<file path="src/rtl/mdma_pkg.sv">
package mdma_pkg;

  typedef enum logic [2:0] {
    ST_IDLE, ST_WAIT, ST_ACK, ST_ACT, ST_REC, ST_HOLD
  } seqStateT;

  // control-to-datapath strobes
  typedef struct packed {
    logic loadWords;
    logic latchWr;
    logic captureRd;
    logic decWord;
    logic busOn;
    logic strobeOn;
  } ctlStrobesT;

  function automatic int ceilDiv(int ns, int per);
    return (ns + per - 1) / per;
  endfunction

  function automatic int cycleNs(int m);
    case (m) 0: return 480; 1: return 150; default: return 120; endcase
  endfunction

  function automatic int activeNs(int m);
    case (m) 0: return 215; 1: return 80; default: return 70; endcase
  endfunction

  function automatic int rdRecNs(int m);
    case (m) 0: return 50; 1: return 50; default: return 25; endcase
  endfunction

  function automatic int wrRecNs(int m);
    case (m) 0: return 215; 1: return 50; default: return 25; endcase
  endfunction

  function automatic int ackHoldNs(int m);
    case (m) 0: return 20; default: return 5; endcase
  endfunction

  function automatic int wrHoldNs(int m);
    case (m) 0: return 20; 1: return 15; default: return 10; endcase
  endfunction

  function automatic int activeCycles(int m, int per);
    return ceilDiv(activeNs(m), per);
  endfunction

  // recovery stretched so active + recovery meets the cycle minimum
  function automatic int recCycles(int m, bit wr, int per);
    int a = ceilDiv(activeNs(m), per);
    int c = ceilDiv(cycleNs(m), per);
    int r = ceilDiv(wr ? wrRecNs(m) : rdRecNs(m), per);
    return (c - a > r) ? c - a : r;
  endfunction

  function automatic int holdCycles(int m, int per);
    int h = ceilDiv(ackHoldNs(m), per);
    int d = ceilDiv(wrHoldNs(m), per);
    return (h > d) ? h : d;
  endfunction

endpackage

</file>
<file path="src/rtl/mdma_ctrl.sv">
module mdma_ctrl
  import mdma_pkg::*;
#(
  parameter int CLK_PERIOD_NS = 5,
  parameter int CNT_W         = 8,
  parameter int NUM_MODES     = 3
) (
  input  logic             clk,
  input  logic             rstN,
  input  logic             start,
  input  logic             isWrite,
  input  logic [1:0]       modeSel,
  input  logic             countZero,
  input  logic             dreqActive,
  input  logic             lastWord,
  output ctlStrobesT       ctl,
  output logic             wrDir,
  output logic             busy,
  output logic             done
);

  localparam logic [1:0] TOP_MODE = 2'(NUM_MODES - 1);

  logic [CNT_W-1:0] actTbl   [NUM_MODES];
  logic [CNT_W-1:0] rdRecTbl [NUM_MODES];
  logic [CNT_W-1:0] wrRecTbl [NUM_MODES];
  logic [CNT_W-1:0] holdTbl  [NUM_MODES];

  for (genvar g = 0; g < NUM_MODES; g++) begin : gTiming
    assign actTbl[g]   = CNT_W'(activeCycles(g, CLK_PERIOD_NS));
    assign rdRecTbl[g] = CNT_W'(recCycles(g, 1'b0, CLK_PERIOD_NS));
    assign wrRecTbl[g] = CNT_W'(recCycles(g, 1'b1, CLK_PERIOD_NS));
    assign holdTbl[g]  = CNT_W'(holdCycles(g, CLK_PERIOD_NS));
  end

  seqStateT         state;
  logic [CNT_W-1:0] cnt;
  logic [1:0]       modeReg;
  logic [1:0]       modeIdx;
  logic [CNT_W-1:0] actLen, recLen, holdLen;
  logic             cntEnd;

  assign modeIdx = (modeSel > TOP_MODE) ? TOP_MODE : modeSel;
  assign actLen  = actTbl[modeReg];
  assign recLen  = wrDir ? wrRecTbl[modeReg] : rdRecTbl[modeReg];
  assign holdLen = holdTbl[modeReg];
  assign cntEnd  = (cnt == '0);

  always_ff @(posedge clk) begin
    if (!rstN) begin
      state   <= ST_IDLE;
      cnt     <= '0;
      modeReg <= '0;
      wrDir   <= 1'b0;
      done    <= 1'b0;
    end else begin
      unique case (state)
        ST_IDLE: if (start && !countZero) begin
          state   <= ST_WAIT;
          modeReg <= modeIdx;
          wrDir   <= isWrite;
          done    <= 1'b0;
        end
        ST_WAIT: if (dreqActive) state <= ST_ACK;
        ST_ACK: begin
          state <= ST_ACT;
          cnt   <= actLen - CNT_W'(1);
        end
        ST_ACT: begin
          if (!cntEnd) cnt <= cnt - CNT_W'(1);
          else if (lastWord) begin
            state <= ST_HOLD;
            cnt   <= holdLen - CNT_W'(1);
          end else begin
            state <= ST_REC;
            cnt   <= recLen - CNT_W'(1);
          end
        end
        ST_REC: begin
          if (!cntEnd) cnt <= cnt - CNT_W'(1);
          else if (dreqActive) begin
            state <= ST_ACT;
            cnt   <= actLen - CNT_W'(1);
          end else begin
            state <= ST_HOLD;
            cnt   <= holdLen - CNT_W'(1);
          end
        end
        ST_HOLD: begin
          if (!cntEnd) cnt <= cnt - CNT_W'(1);
          else begin
            state <= ST_IDLE;
            done  <= 1'b1;
          end
        end
        default: state <= ST_IDLE;
      endcase
    end
  end

  always_comb begin
    ctl.loadWords = (state == ST_IDLE) && start && !countZero;
    ctl.latchWr   = (state == ST_ACK) || ((state == ST_REC) && cntEnd && dreqActive);
    ctl.decWord   = (state == ST_ACT) && cntEnd;
    ctl.captureRd = ctl.decWord && !wrDir;
    ctl.busOn     = (state == ST_ACK) || (state == ST_ACT) ||
                    (state == ST_REC) || (state == ST_HOLD);
    ctl.strobeOn  = (state == ST_ACT);
  end

  assign busy = (state != ST_IDLE);

endmodule

</file>
<file path="src/rtl/mdma_dpath.sv">
module mdma_dpath
  import mdma_pkg::*;
#(
  parameter int DATA_W = 16,
  parameter int WORD_W = 16
) (
  input  logic              clk,
  input  logic              rstN,
  input  ctlStrobesT        ctl,
  input  logic              wrDir,
  input  logic              dreqIn,
  input  logic              dreqPolHigh,
  input  logic              dackPolHigh,
  input  logic [WORD_W-1:0] wordCount,
  input  logic [DATA_W-1:0] wrData,
  input  logic [DATA_W-1:0] dataIn,
  output logic              dreqActive,
  output logic              countZero,
  output logic              lastWord,
  output logic [WORD_W-1:0] wordsLeft,
  output logic              dackOut,
  output logic              diorN,
  output logic              diowN,
  output logic [DATA_W-1:0] dataOut,
  output logic              dataOe,
  output logic              wrTake,
  output logic [DATA_W-1:0] rdData,
  output logic              rdValid
);

  logic dreqMeta, dreqSync;

  always_ff @(posedge clk) begin
    if (!rstN) begin
      dreqMeta  <= 1'b0;
      dreqSync  <= 1'b0;
      wordsLeft <= '0;
      dataOut   <= '0;
      wrTake    <= 1'b0;
      rdData    <= '0;
      rdValid   <= 1'b0;
    end else begin
      dreqMeta <= dreqIn;
      dreqSync <= dreqMeta;
      if (ctl.loadWords)    wordsLeft <= wordCount;
      else if (ctl.decWord) wordsLeft <= wordsLeft - WORD_W'(1);
      if (ctl.latchWr)      dataOut   <= wrData;
      wrTake  <= ctl.latchWr && wrDir;
      if (ctl.captureRd)    rdData    <= dataIn;
      rdValid <= ctl.captureRd;
    end
  end

  assign dreqActive = dreqPolHigh ? dreqSync : !dreqSync;
  assign countZero  = (wordCount == '0);
  assign lastWord   = (wordsLeft == WORD_W'(1));
  assign dackOut    = dackPolHigh ? ctl.busOn : !ctl.busOn;
  assign diorN      = !(ctl.strobeOn && !wrDir);
  assign diowN      = !(ctl.strobeOn && wrDir);
  assign dataOe     = ctl.busOn && wrDir;

endmodule

</file>
<file path="src/rtl/mdma_master.sv">
module mdma_master
  import mdma_pkg::*;
#(
  parameter int CLK_PERIOD_NS = 5,
  parameter int CNT_W         = 8,
  parameter int DATA_W        = 16,
  parameter int WORD_W        = 16
) (
  input  logic              clk,
  input  logic              rstN,
  input  logic              start,
  input  logic              isWrite,
  input  logic [1:0]        modeSel,
  input  logic [WORD_W-1:0] wordCount,
  input  logic              dreqPolHigh,
  input  logic              dackPolHigh,
  input  logic              dreqIn,
  output logic              dackOut,
  output logic              diorN,
  output logic              diowN,
  input  logic [DATA_W-1:0] wrData,
  output logic              wrTake,
  output logic [DATA_W-1:0] dataOut,
  output logic              dataOe,
  input  logic [DATA_W-1:0] dataIn,
  output logic [DATA_W-1:0] rdData,
  output logic              rdValid,
  output logic [WORD_W-1:0] wordsLeft,
  output logic              busy,
  output logic              done
);

  ctlStrobesT ctl;
  logic       wrDir, dreqActive, countZero, lastWord;

  mdma_ctrl #(.CLK_PERIOD_NS(CLK_PERIOD_NS), .CNT_W(CNT_W)) uCtrl (
    .clk(clk), .rstN(rstN), .start(start), .isWrite(isWrite), .modeSel(modeSel),
    .countZero(countZero), .dreqActive(dreqActive), .lastWord(lastWord),
    .ctl(ctl), .wrDir(wrDir), .busy(busy), .done(done)
  );

  mdma_dpath #(.DATA_W(DATA_W), .WORD_W(WORD_W)) uDpath (
    .clk(clk), .rstN(rstN), .ctl(ctl), .wrDir(wrDir), .dreqIn(dreqIn),
    .dreqPolHigh(dreqPolHigh), .dackPolHigh(dackPolHigh), .wordCount(wordCount),
    .wrData(wrData), .dataIn(dataIn), .dreqActive(dreqActive), .countZero(countZero),
    .lastWord(lastWord), .wordsLeft(wordsLeft), .dackOut(dackOut), .diorN(diorN),
    .diowN(diowN), .dataOut(dataOut), .dataOe(dataOe), .wrTake(wrTake),
    .rdData(rdData), .rdValid(rdValid)
  );

endmodule

</file>
<file path="config.mk">
export PLATFORM = sky130hd
export DESIGN_NAME = mdma_master
export DESIGN_NICKNAME = d
export VERILOG_FILES = /design/src/rtl/mdma_pkg.sv /design/src/rtl/mdma_ctrl.sv /design/src/rtl/mdma_dpath.sv /design/src/rtl/mdma_master.sv
export SDC_FILE = /design/constraint.sdc
export NUM_CORES = 1
export LEC_CHECK = 0
export BUFFER_PORTS_ARGS = -buffer_cell sky130_fd_sc_hd__buf_4
export CORE_MARGIN = 4
export CORE_UTILIZATION = 40
export DETAILED_ROUTE_END_ITERATION = 6
export SYNTH_ARGS = -nofsm -noshare
export SYNTH_HDL_FRONTEND = slang
export SYNTH_SLANG_ARGS = --single-unit
</file>
<file path="constraint.sdc">
create_clock -name clk -period 3.05 [get_ports clk]
set_clock_uncertainty 0.05 [all_clocks]
set_input_delay 0.1525 -clock clk [delete_from_list [all_inputs] [get_ports clk]]
set_output_delay 0.1525 -clock clk [all_outputs]
set_load 0.1 [all_outputs]
</file>
Yosys cells after proc, flatten, opt, wreduce, memory -nomap -nowiden

Cells that the tools add are included.

Input bits: 57
Register bits after elaboration: 67

Mux-type cells: 31
Reductions and logical operators: 32
Magnitude comparators: 2
Bitwise gates (word level): 1
$add $sub $neg: 5
Equal/unequal tests: 12

Operators with widths:

| cell                                                                    | count |
|---|---|
| 8-bit two-way mux                                                       | 11 |
| 8-bit binary-select mux with 2-bit select                               | 3 |
| 16-bit two-way mux                                                      | 2 |
| 8-bit case mux with 4 select lines                                      | 1 |
| 8-bit by 1-bit subtractor with 8-bit output, second input constant      | 4 |
| 3-bit two-way mux                                                       | 6 |
| 3-bit case mux with 6 select lines                                      | 1 |
| 16-bit by 1-bit == test with 1-bit output, second input constant        | 1 |
| 16-bit zero test                                                        | 1 |
| 16-bit by 1-bit subtractor with 16-bit output, second input constant    | 1 |
| 1-bit logical AND                                                       | 11 |
| 8-bit zero test                                                         | 1 |
| 2-bit by 1-bit inequality test with 1-bit output, second input constant | 4 |
| 3-bit by 2-bit == test with 1-bit output, second input constant         | 2 |
| 3-bit == test, second input constant                                    | 2 |
| 1-bit zero test                                                         | 6 |
| 1-bit two-way mux                                                       | 5 |
| 5-bit AND reduction                                                     | 1 |
| 1-bit logical OR                                                        | 4 |
| 2-bit inequality test, second input constant                            | 2 |
| 2-bit AND reduction                                                     | 2 |
| 2-bit nonzero test                                                      | 2 |
| 4-bit nonzero test                                                      | 1 |
| 3-bit by 1-bit == test with 1-bit output, second input constant         | 1 |
| other kinds (8)                                                         | 8 |

Logic depth before layout (Yosys ltp)

Gate-level depths: netlist of run 1.

Word-level depth: 8
Mapped depth: 10
Mapped depth without buffers: 7

Cells and area by module

Synthesis of run 1 repeated with hierarchy kept, for this count alone.

Cells, all modules: 420
Area total of the unflattened synthesis: 3597.2 um^2

Modules (own cells, without submodules):

| module     | sequential area each (um^2) | area an instance (um^2) | cells an instance | times used |
|---|---|---|---|---|
| mdma_dpath | 1041.0                      | 2235.9                  | 225               | 1 |
| mdma_ctrl  | 300.3                       | 1361.3                  | 195               | 1 |

Worst setup path after synthesis of run 1

Ideal clock, no wire load.

Path type: register to register
Start: register uDpath.wordsLeft[0]
End: register uCtrl.cnt[0]
Arrival time: 2.459 ns
Slack: 0.410 ns
Required time: 2.869 ns
Library setup time: 0.131 ns
Cell stages (with the launch flop): 7
Buffers on the path: 0
Cells stage by stage: dfxtp_1 ha_1 nor4b_1 nand4b_4 mux2_4 a311oi_2 o22ai_1

Cells in the longest elaborated chain, start to end: 4

Ends and longest elaborated chain:

| what                                      | RTL line         | source |
|---|---|---|
| start, declared                           | mdma_dpath.sv:20 | `output logic [WORD_W-1:0] wordsLeft,` |
| start signal, assigned                    | mdma_dpath.sv:45 | `if (ctl.loadWords) wordsLeft <= wordCount;` |
| start signal, assigned                    | mdma_dpath.sv:46 | `else if (ctl.decWord) wordsLeft <= wordsLeft - WORD_W'(1);` |
| 16-bit by 1-bit == test with 1-bit output | mdma_dpath.sv:56 | `assign lastWord = (wordsLeft == WORD_W'(1));` |
| 8-bit two-way mux                         | mdma_ctrl.sv:71  | `else if (lastWord) begin` |
| 8-bit two-way mux                         | mdma_ctrl.sv:70  | `if (!cntEnd) cnt <= cnt - CNT_W'(1);` |
| 8-bit case mux with 4 select lines        | mdma_ctrl.sv:57  | `unique case (state)` |
| end signal, assigned                      | mdma_ctrl.sv:70  |  |
| end signal, assigned                      | mdma_ctrl.sv:73  | `cnt <= holdLen - CNT_W'(1);` |
| end signal, assigned                      | mdma_ctrl.sv:76  | `cnt <= recLen - CNT_W'(1);` |
| end, declared                             | mdma_ctrl.sv:37  | `logic [CNT_W-1:0] cnt;` |

No other way between the ends.
A chain may end at the register's enable or synchronous reset.

Worst setup path after layout of run 1

Start: register uCtrl.cnt[0]
End: register uDpath.rdData[9]

Cells in the longest elaborated chain, start to end: 3

Ends and longest elaborated chain:

| what                   | RTL line         | source |
|---|---|---|
| start signal, assigned | mdma_ctrl.sv:67  | `cnt <= actLen - CNT_W'(1);` |
| start signal, assigned | mdma_ctrl.sv:70  |  |
| start signal, assigned | mdma_ctrl.sv:73  |  |
| 8-bit zero test        | mdma_ctrl.sv:47  | `assign cntEnd = (cnt == '0);` |
| 1-bit logical AND      | mdma_ctrl.sv:104 | `ctl.decWord = (state == ST_ACT) && cntEnd;` |
| 1-bit logical AND      | mdma_ctrl.sv:105 | `ctl.captureRd = ctl.decWord && !wrDir;` |
| end signal, assigned   | mdma_dpath.sv:49 | `if (ctl.captureRd) rdData <= dataIn;` |
| end, declared          | mdma_dpath.sv:27 | `output logic [DATA_W-1:0] rdData,` |

No other way between the ends.

==> results of run 1 <==
[layer usage]
layer | share of wire | vias to the layer above
li1 | - | 1833
met5 | 0 | -
met4 | 0.012 | 0
met3 | 0.074 | 11
met1 | 0.43 | 1739
met2 | 0.48 | 123
[path summary, 6_finish.rpt]
path	from	endpoint	slack (ps)
max	uCtrl.cnt[0]$_SDFFE_PN0P_	uDpath.rdData[9]$_SDFFE_PN0P_	600
max reg2reg	uCtrl.cnt[0]$_SDFFE_PN0P_	uDpath.rdData[9]$_SDFFE_PN0P_	600
min reg2reg	uDpath.dreqMeta$_SDFF_PN0_	uDpath.dreqSync$_SDFF_PN0_	390
min	dataIn[14]	uDpath.rdData[14]$_SDFFE_PN0P_	10
[power by group]
part / internal (mW) / switching (mW) / leakage [nW] / total [mW]
logic: 0.968 / 2.28 / 1.45 / 3.24
registers: 1.06 / 0.235 / 0.545 / 1.29
clock network: 0.468 / 0.381 / 0.114 / 0.849
[final cells by class]
cell class | count | share of cell area
clock inverter | 7 | 0.0194
sequential | 67 | 0.261
clock buffer | 9 | 0.0241
timing repair buffer | 153 | 0.238
multi-input combinational | 325 | 0.425
inverter | 10 | 0.00729
tap | 108 | 0.0263
[cell families (layout without fill, tap and decap cells)]
kind of cell / after synthesis / count (layout) / synth area share
adder cells (fa/ha/maj): 10 / 10 / 0.0337
multiplexers: 23 / 23 / 0.0648
flip-flops: 67 / 67 / 0.362
buffers and inverters: 37 / 179 / 0.0503
AND/OR/NAND/NOR: 178 / 178 / 0.277
XOR/XNOR: 8 / 8 / 0.0189
AO/OA/AOI/OAI: 106 / 106 / 0.194
[placed cells by master (no fill, tap or decap), types with 7 or more instances in the layout]
cell type	instances
buf_4	123
inv_1	9
clkbuf_8	9
nor3_1	12
dfxtp_1	67
nand3_1	9
xnor2_1	7
nand2_1	43
o21ai_0	9
ha_1	10
mux2i_1	21
a21oi_2	12
dlygate4sd3_1	30
a21oi_1	38
nor2_1	37
nand2_2	10
nor4_1	13
[flip-flops by register name, indices dropped and copies added (netlist names)]
| signal | cells |
|---|---|
| uDpath.dataOut | 16 |
| uDpath.rdData | 16 |
| uDpath.wordsLeft | 16 |
| uCtrl.cnt | 8 |
| uCtrl.state | 3 |
| uCtrl.modeReg | 2 |
| uCtrl.done | 1 |
| uCtrl.wrDir | 1 |
| uDpath.dreqMeta | 1 |
| uDpath.dreqSync | 1 |
| uDpath.rdValid | 1 |
| uDpath.wrTake | 1 |
[critical path, cell delays in order (launching register included)]
cell and delay [ps]:
dfxtp_1 350, inv_1 110, ha_1 190, or3b_2 550, nor3_2 320, nand2b_1 430
nand2_1 230, a21oi_2 70
[Yosys cell counts (3+ instances only)]
master,instances
o31ai_1,3
buf_2,8
nand3_1,9
xnor2_1,7
a21oi_2,11
o311ai_0,3
a22oi_1,3
o22ai_1,3
clkbuf_1,13
and2_1,5
nor3_2,3
and3_1,4
ha_1,10
nor4_2,3
nor3_1,12
a21oi_1,39
nand2_2,10
nand3b_1,6
nand2_1,43
o21ai_1,4
a211oi_1,3
nor4_1,13
a31oi_1,5
mux2i_1,21
inv_1,10
dfxtp_1,67
nor2b_1,4
nor3b_1,3
nor2_1,37
buf_6,4
nand2b_1,4
o21ai_0,9
[through the flow]
stage | power, mW | setup WS, ps | cell area, um2 | hold WS (ps) | std cells
6_report | 5.39 | 600 | 5150 | 11.8 | 679
5_1_grt | 5.71 | 438 | 5150 | 8.46 | 679
4_1_cts | 5.38 | 623 | 5150 | 1.68 | 679
3_5_place_dp | 4.50 | 625 | 4620 | 315 | 633
3_3_place_gp | 4.48 | 756 | 4620 | 312 | 633
2_1_floorplan | 3.82 | 410 | 3710 | 230 | 429
==> summary.md, run 1 <==
| Metric | Value |
|---|---|
| N_diodes | 0 |
| Antenna violations before repair | 0 |
| Clock-pin slew on the worst setup and hold paths | 80 ps |
| Clk root buf | clkbuf_8 |
| Crit start category | flop |
| # DRC | 0 |
| Leakage | 2.11 nW |
| Clk Latency, worst-skew pair | between 300 and 400 ps |
| Clk sink count | 67 |
| Fin Setup TNS | 0 ps |
| Register area share after synthesis | 0.362 |
| Largest net degree at the start of global routing | 42 |
| Vias/cell | around 5.5 |
| Area of the multi-input gates | ~2200 um2 |
| #FFs+latches synth | between 60 and 70 |
| Status | finished, final reports clean |
| Reg2Reg Depth | 7 |
| RSZ-0062 raised after global routing | false |
| TritonCTS Buffers | 9 |
| Share of the synthesized area in the top cell type | 0.362 |
| Synth area leader | dfxtp_1 |
| Post-route minimum period | approximately 2400 ps |
| Port Buffers | ~110 |
| CP max FO | 16 |
| WS Path Type | reg -> reg |
| Crit end category | flop |
| First-pass GRT wire length | ~19000 um |
| Max Transition Viols Final | 0 |
| GR Util All Layers | 0.208 |
| Register area | roughly 1300 um2 |
| Starting density of the core | 0.417 |
| Postcts setup bufs | 0 |
| Worst-margin pin slew | between 800 and 900 ps |
| Vias in the first global route | 3731 |
| GR Overflow Total | 0 |
| M1 GR Usage | 0.260 |
| Resize count post-CTS | 0 |
| Synth area leaders | dfxtp_1 (36%), mux2i_1 (5.7%), a21oi_1 (5.3%), nand2_1 (4.4%), nor2_1 (3.7%) |
| Top-Level Pins | roughly 110 |
| GRT busiest layer | met2 |
| WP data required | between 3000 and 4000 ps |
| Met2 Use GR | 0.349 |
| P per Cell Area | 1050 nW/um2 |
| Unique cell type count in the Yosys netlist | 67 |
| Worst vdd ir | ~0.75 mV |
| GPL Wtd Cong | 0.920 |
| Final Core Density | 0.579 |
| Final Hold Viols | 0 |
| Core area | 8890 um2 |
| Number of synthesis warnings | 0 |
| Final Cycle Share | 0.803 |
| Max-slew headroom | 0.464 |
| Number of enable flip-flop cells after synthesis | 0 |
| WP data arrival | approximately 2600 ps |
| Max-Cap Viols | 0 |
| Fin nets | ~630 |
| Max Root-Sink Buffers | 2 |
| Post-synth ARST share | 0 |
| Met3 Use GR | 0.0590 |
| Fmax | slightly above 400 MHz |
| Top_reg_cell synth | dfxtp_1 |
| Routed WL per cell | ~17 um |
| Mapped Area | about 3700 um2 |
| Site Rows | 34 |
| CTS tree | done |
| Final setup viols | 0 |
| Routed Antenna Nets | 0 |
| Fill count | ~790 |
| Die Ht | 104 um |
| Post-detail-place hpwl | around 8100 um |
| Share of cells above drive strength 1 | 0.324 |
| Vias | 3706 |
| Syn_area_per_cell | ~8.6 um2 |
| First drt pass iteration count | 4 |
| Synthesized Nets | approximately 500 |
| Cells after Synth | 429 |
| Htree depth | 3 |
| Worst min path class | in -> reg |
| 1st-iter DRT viols | approximately 210 |
| Final wirelength | between 10000 and 15000 um |
| Die Wd | approximately 100 um |
| Post-cts hold buffer count | 30 |
| Die area | about 11000 um2 |
| Hold path depth | 3 |
| Area Growth Syn to Fin | 38.8% |
Power figures use the tool's default switching activity.
==> run 2: changes to the inputs <==
==> constraint.sdc (replaced) <==
create_clock -name clk -period 2.3 [get_ports clk]
set_clock_uncertainty 0.05 [all_clocks]
set_input_delay 0.115 -clock clk [delete_from_list [all_inputs] [get_ports clk]]
set_output_delay 0.115 -clock clk [all_outputs]
set_load 0.1 [all_outputs]
==> run 2 against run 1 <==
Net effect:
- count of clock-buffer cells in the layout stayed put
- sequential power is 32% higher
- core utilization is 2.7 points higher
- non-clock buffer count is 24 higher
- global-route usage is 1.5 points higher
- cell count is 3.5% higher
==> summary.md, run 2 (synthesis gave the netlist of run 1 again) <==
| Metric | Value |
|---|---|
| Worst setup margin | 180 ps (was 600 ps) |
| Share of cells above drive strength 1 | 0.353 (was 0.324) |
| Sw Ratio | 0.543 (was 0.537) |
| RSZ-0062 raised after global routing | false (unchanged) |
| Setup slack after placement | 55.9 ps (was 625 ps) |
| Fmax | 472 MHz (was 408 MHz) |
| Hold path depth | 3 (unchanged) |
| RR Endpoint | uCtrl.cnt[0]$_SDFFE_PN0P_ (was uDpath.rdData[9]$_SDFFE_PN0P_) |
| Site Rows | 34 (unchanged) |
| Crit path max-delay cell type | or3b_2 (unchanged) |
| P per Cell Area | 1360 nW/um2 (was 1050 nW/um2) |
| GPL Wtd Cong | 0.911 (was 0.920) |
| Area Growth Syn to Fin | 45.3% (was 38.8%) |
| Clk sink count | 67 (unchanged) |
| Final Core Density | 0.606 (was 0.579) |
| Htree depth | 3 (unchanged) |
| Status | finished, final reports clean (unchanged) |
| GR Overflow Total | 0 (unchanged) |
| Comb pwr share | 0.623 (was 0.602) |
| 1st-iter DRT viols | 238 (was 212) |
| Largest net degree at the start of global routing | 32 (was 42) |
| Clk Latency, worst-skew pair | 350 ps (was 340 ps) |
| Worst min path class | in -> reg (unchanged) |
| Vias | 3866 (was 3706) |
| WP data arrival | 2310 ps (was 2600 ps) |
| R2R setup slack | 180 ps (was 600 ps) |
| Leakage | 2.23 nW (was 2.11 nW) |
| Vias in the first global route | 3910 (was 3731) |
| Int Pwr | 3.35 mW (was 2.49 mW) |
| Clk root buf | clkbuf_8 (unchanged) |
| Starting density of the core | 0.417 (unchanged) |
| Die Ht | 104 um (unchanged) |
| Post-route minimum period | 2120 ps (was 2450 ps) |
| # DRC | 0 (unchanged) |
| Clock-pin slew on the worst setup and hold paths | 80 ps (about the same) |
| Reg2Reg Depth | 7 (unchanged) |
| Post-detail-place hpwl | 8590 um (was 8150 um) |
| Design area | 5390 um2 (was 5150 um2) |
| Final setup viols | 0 (unchanged) |
| Die area | 10900 um2 (unchanged) |
| Fin nets | 657 (was 633) |
| TritonCTS Buffers | 9 (unchanged) |
| Cell count after placement | 649 (was 633) |
| Final Hold Viols | 0 (unchanged) |
| Routed Antenna Nets | 0 (unchanged) |
| Commonest non-fill, non-tap cell in the layout | buf_4 (unchanged) |
| Max-Cap Viols | 0 (unchanged) |
| Vias/cell | 5.50 (was 5.46) |
| Worst vdd ir | 0.716 mV (was 0.753 mV) |
| First drt pass iteration count | 5 (was 4) |
| Max-slew headroom | 0.627 (was 0.464) |
| Final Cycle Share | 0.922 (was 0.803) |
| Antenna violations before repair | 0 (unchanged) |
| CTS tree | done (unchanged) |
| WP data required | 2490 ps (was 3200 ps) |
| Port Buffers | 112 (unchanged) |
| Routed WL per cell | 17.1 um (was 16.7 um) |
| Hold EP | uDpath.wordsLeft[7]$_SDFFE_PN0P_ (was uDpath.rdData[14]$_SDFFE_PN0P_) |
| Max Root-Sink Buffers | 2 (unchanged) |
| Die Wd | 104 um (unchanged) |
| First-pass GRT wire length | 20000 um (was 18700 um) |
| N_diodes | 0 (unchanged) |
| Crit-path max cell delay | 580 ps (was 550 ps) |
| Reg2reg start | uCtrl.cnt[0]$_SDFFE_PN0P_ (unchanged) |
| Core area | 8890 um2 (unchanged) |
| Fin Setup TNS | 0 ps (unchanged) |
| Max Transition Viols Final | 0 (unchanged) |
| Flop pwr share | 0.232 (was 0.240) |
| CP max FO | 8 (was 16) |
| Finished Layout Cells | 703 (was 679) |
| Placed cell area | 4780 um2 (was 4620 um2) |
| Worst-margin pin slew | 559 ps (was 803 ps) |
| Top-Level Pins | 113 (unchanged) |
| Switching pwr | 3.98 mW (was 2.89 mW) |
| Total chip power | 7.34 mW (was 5.39 mW) |
| Clk pwr share | 0.145 (was 0.158) |
| Hold_sp | wordCount[7] (was dataIn[14]) |
| Crit end category | flop (unchanged) |
| Final wirelength | 12000 um (was 11300 um) |
| WS Path Type | reg -> reg (unchanged) |
| WHS | 9.97 ps (was 11.8 ps) |
| Crit start category | flop (unchanged) |
| GR Util All Layers | 0.222 (was 0.208) |
| Largest registers | uDpath.dataOut (16), uDpath.rdData (16), uDpath.wordsLeft (16) (unchanged) |
| Commonest non-fill, non-tap cells in the layout | buf_4 (137), dfxtp_1 (61), nand2_1 (43) (was buf_4 (123), dfxtp_1 (67), nand2_1 (43)) |
| Postcts setup bufs | 0 (unchanged) |
| Worst path cell trace | inv_1, ha_1, or3b_2, nor2_4, a21oi_1, a311oi_2, o22ai_1 (was inv_1, ha_1, or3b_2, nor3_2, nand2b_1, nand2_1, a21oi_2) |
==> run 2: worst max path at each step <==
stage                                           from  cells past startpoint                          endpoint
CTS                        uCtrl.cnt[0]$_SDFFE_PN0P_                      8  uDpath.wordsLeft[3]$_SDFFE_PN0P_
global placement           uCtrl.cnt[0]$_SDFFE_PN0P_                      7  uDpath.wordsLeft[4]$_SDFFE_PN0P_
detailed placement         uCtrl.cnt[0]$_SDFFE_PN0P_                      8  uDpath.wordsLeft[3]$_SDFFE_PN0P_
global route               uCtrl.cnt[0]$_SDFFE_PN0P_                      8         uCtrl.cnt[2]$_SDFFE_PN0P_
finish                     uCtrl.cnt[0]$_SDFFE_PN0P_                      7         uCtrl.cnt[0]$_SDFFE_PN0P_
floorplan           uDpath.wordsLeft[0]$_SDFFE_PN0P_                      6         uCtrl.cnt[0]$_SDFFE_PN0P_
==> run 2: timing repair <==
item,4_1_cts,5_1_grt
hold buffers,38,0
resized for setup,0,4
setup endpoints to repair,0,33
hold endpoints to repair,39,0
==> run 2: final cells by class <==
cell class                 count  area, um2
inverter                      10       37.5
sequential                    67       1350
timing repair buffer         177       1450
multi-input combinational    325       2210
clock inverter                 7       82.6
fill                         749       3500
clock buffer                   9        124
tap                          108        135
==> run 2: power by group through the flow <==
stage / Combinational [mW] / Sequential (mW) / Clock (mW)
5_1_grt: 4.87 / 1.75 / 1.13
4_1_cts: 4.48 / 1.70 / 1.08
3_5_place_dp: 4.41 / 1.72 / 0
6_report: 4.57 / 1.70 / 1.06
3_3_place_gp: 4.38 / 1.72 / 0
2_1_floorplan: 2.36 / 2.72 / 0
==> run 2: worst max-delay path: cells and delay by family (launching register included) <==
kind	cells	cell delay [ps]
AO/OA/AOI/OAI	3	480
flip-flops	1	360
adder cells (fa/ha/maj)	1	180
buffers and inverters	1	110
AND/OR/NAND/NOR	2	830
==> run 2: per-layer routing <==
layer | vias up | global-route usage | routed length (um)
met5 | - | 0 | 0
met1 | 1802 | 0.287 | 5350
li1 | 1880 | - | -
met3 | 26 | 0.0497 | 877
met2 | 158 | 0.365 | 5540
met4 | 0 | 0.0760 | 215
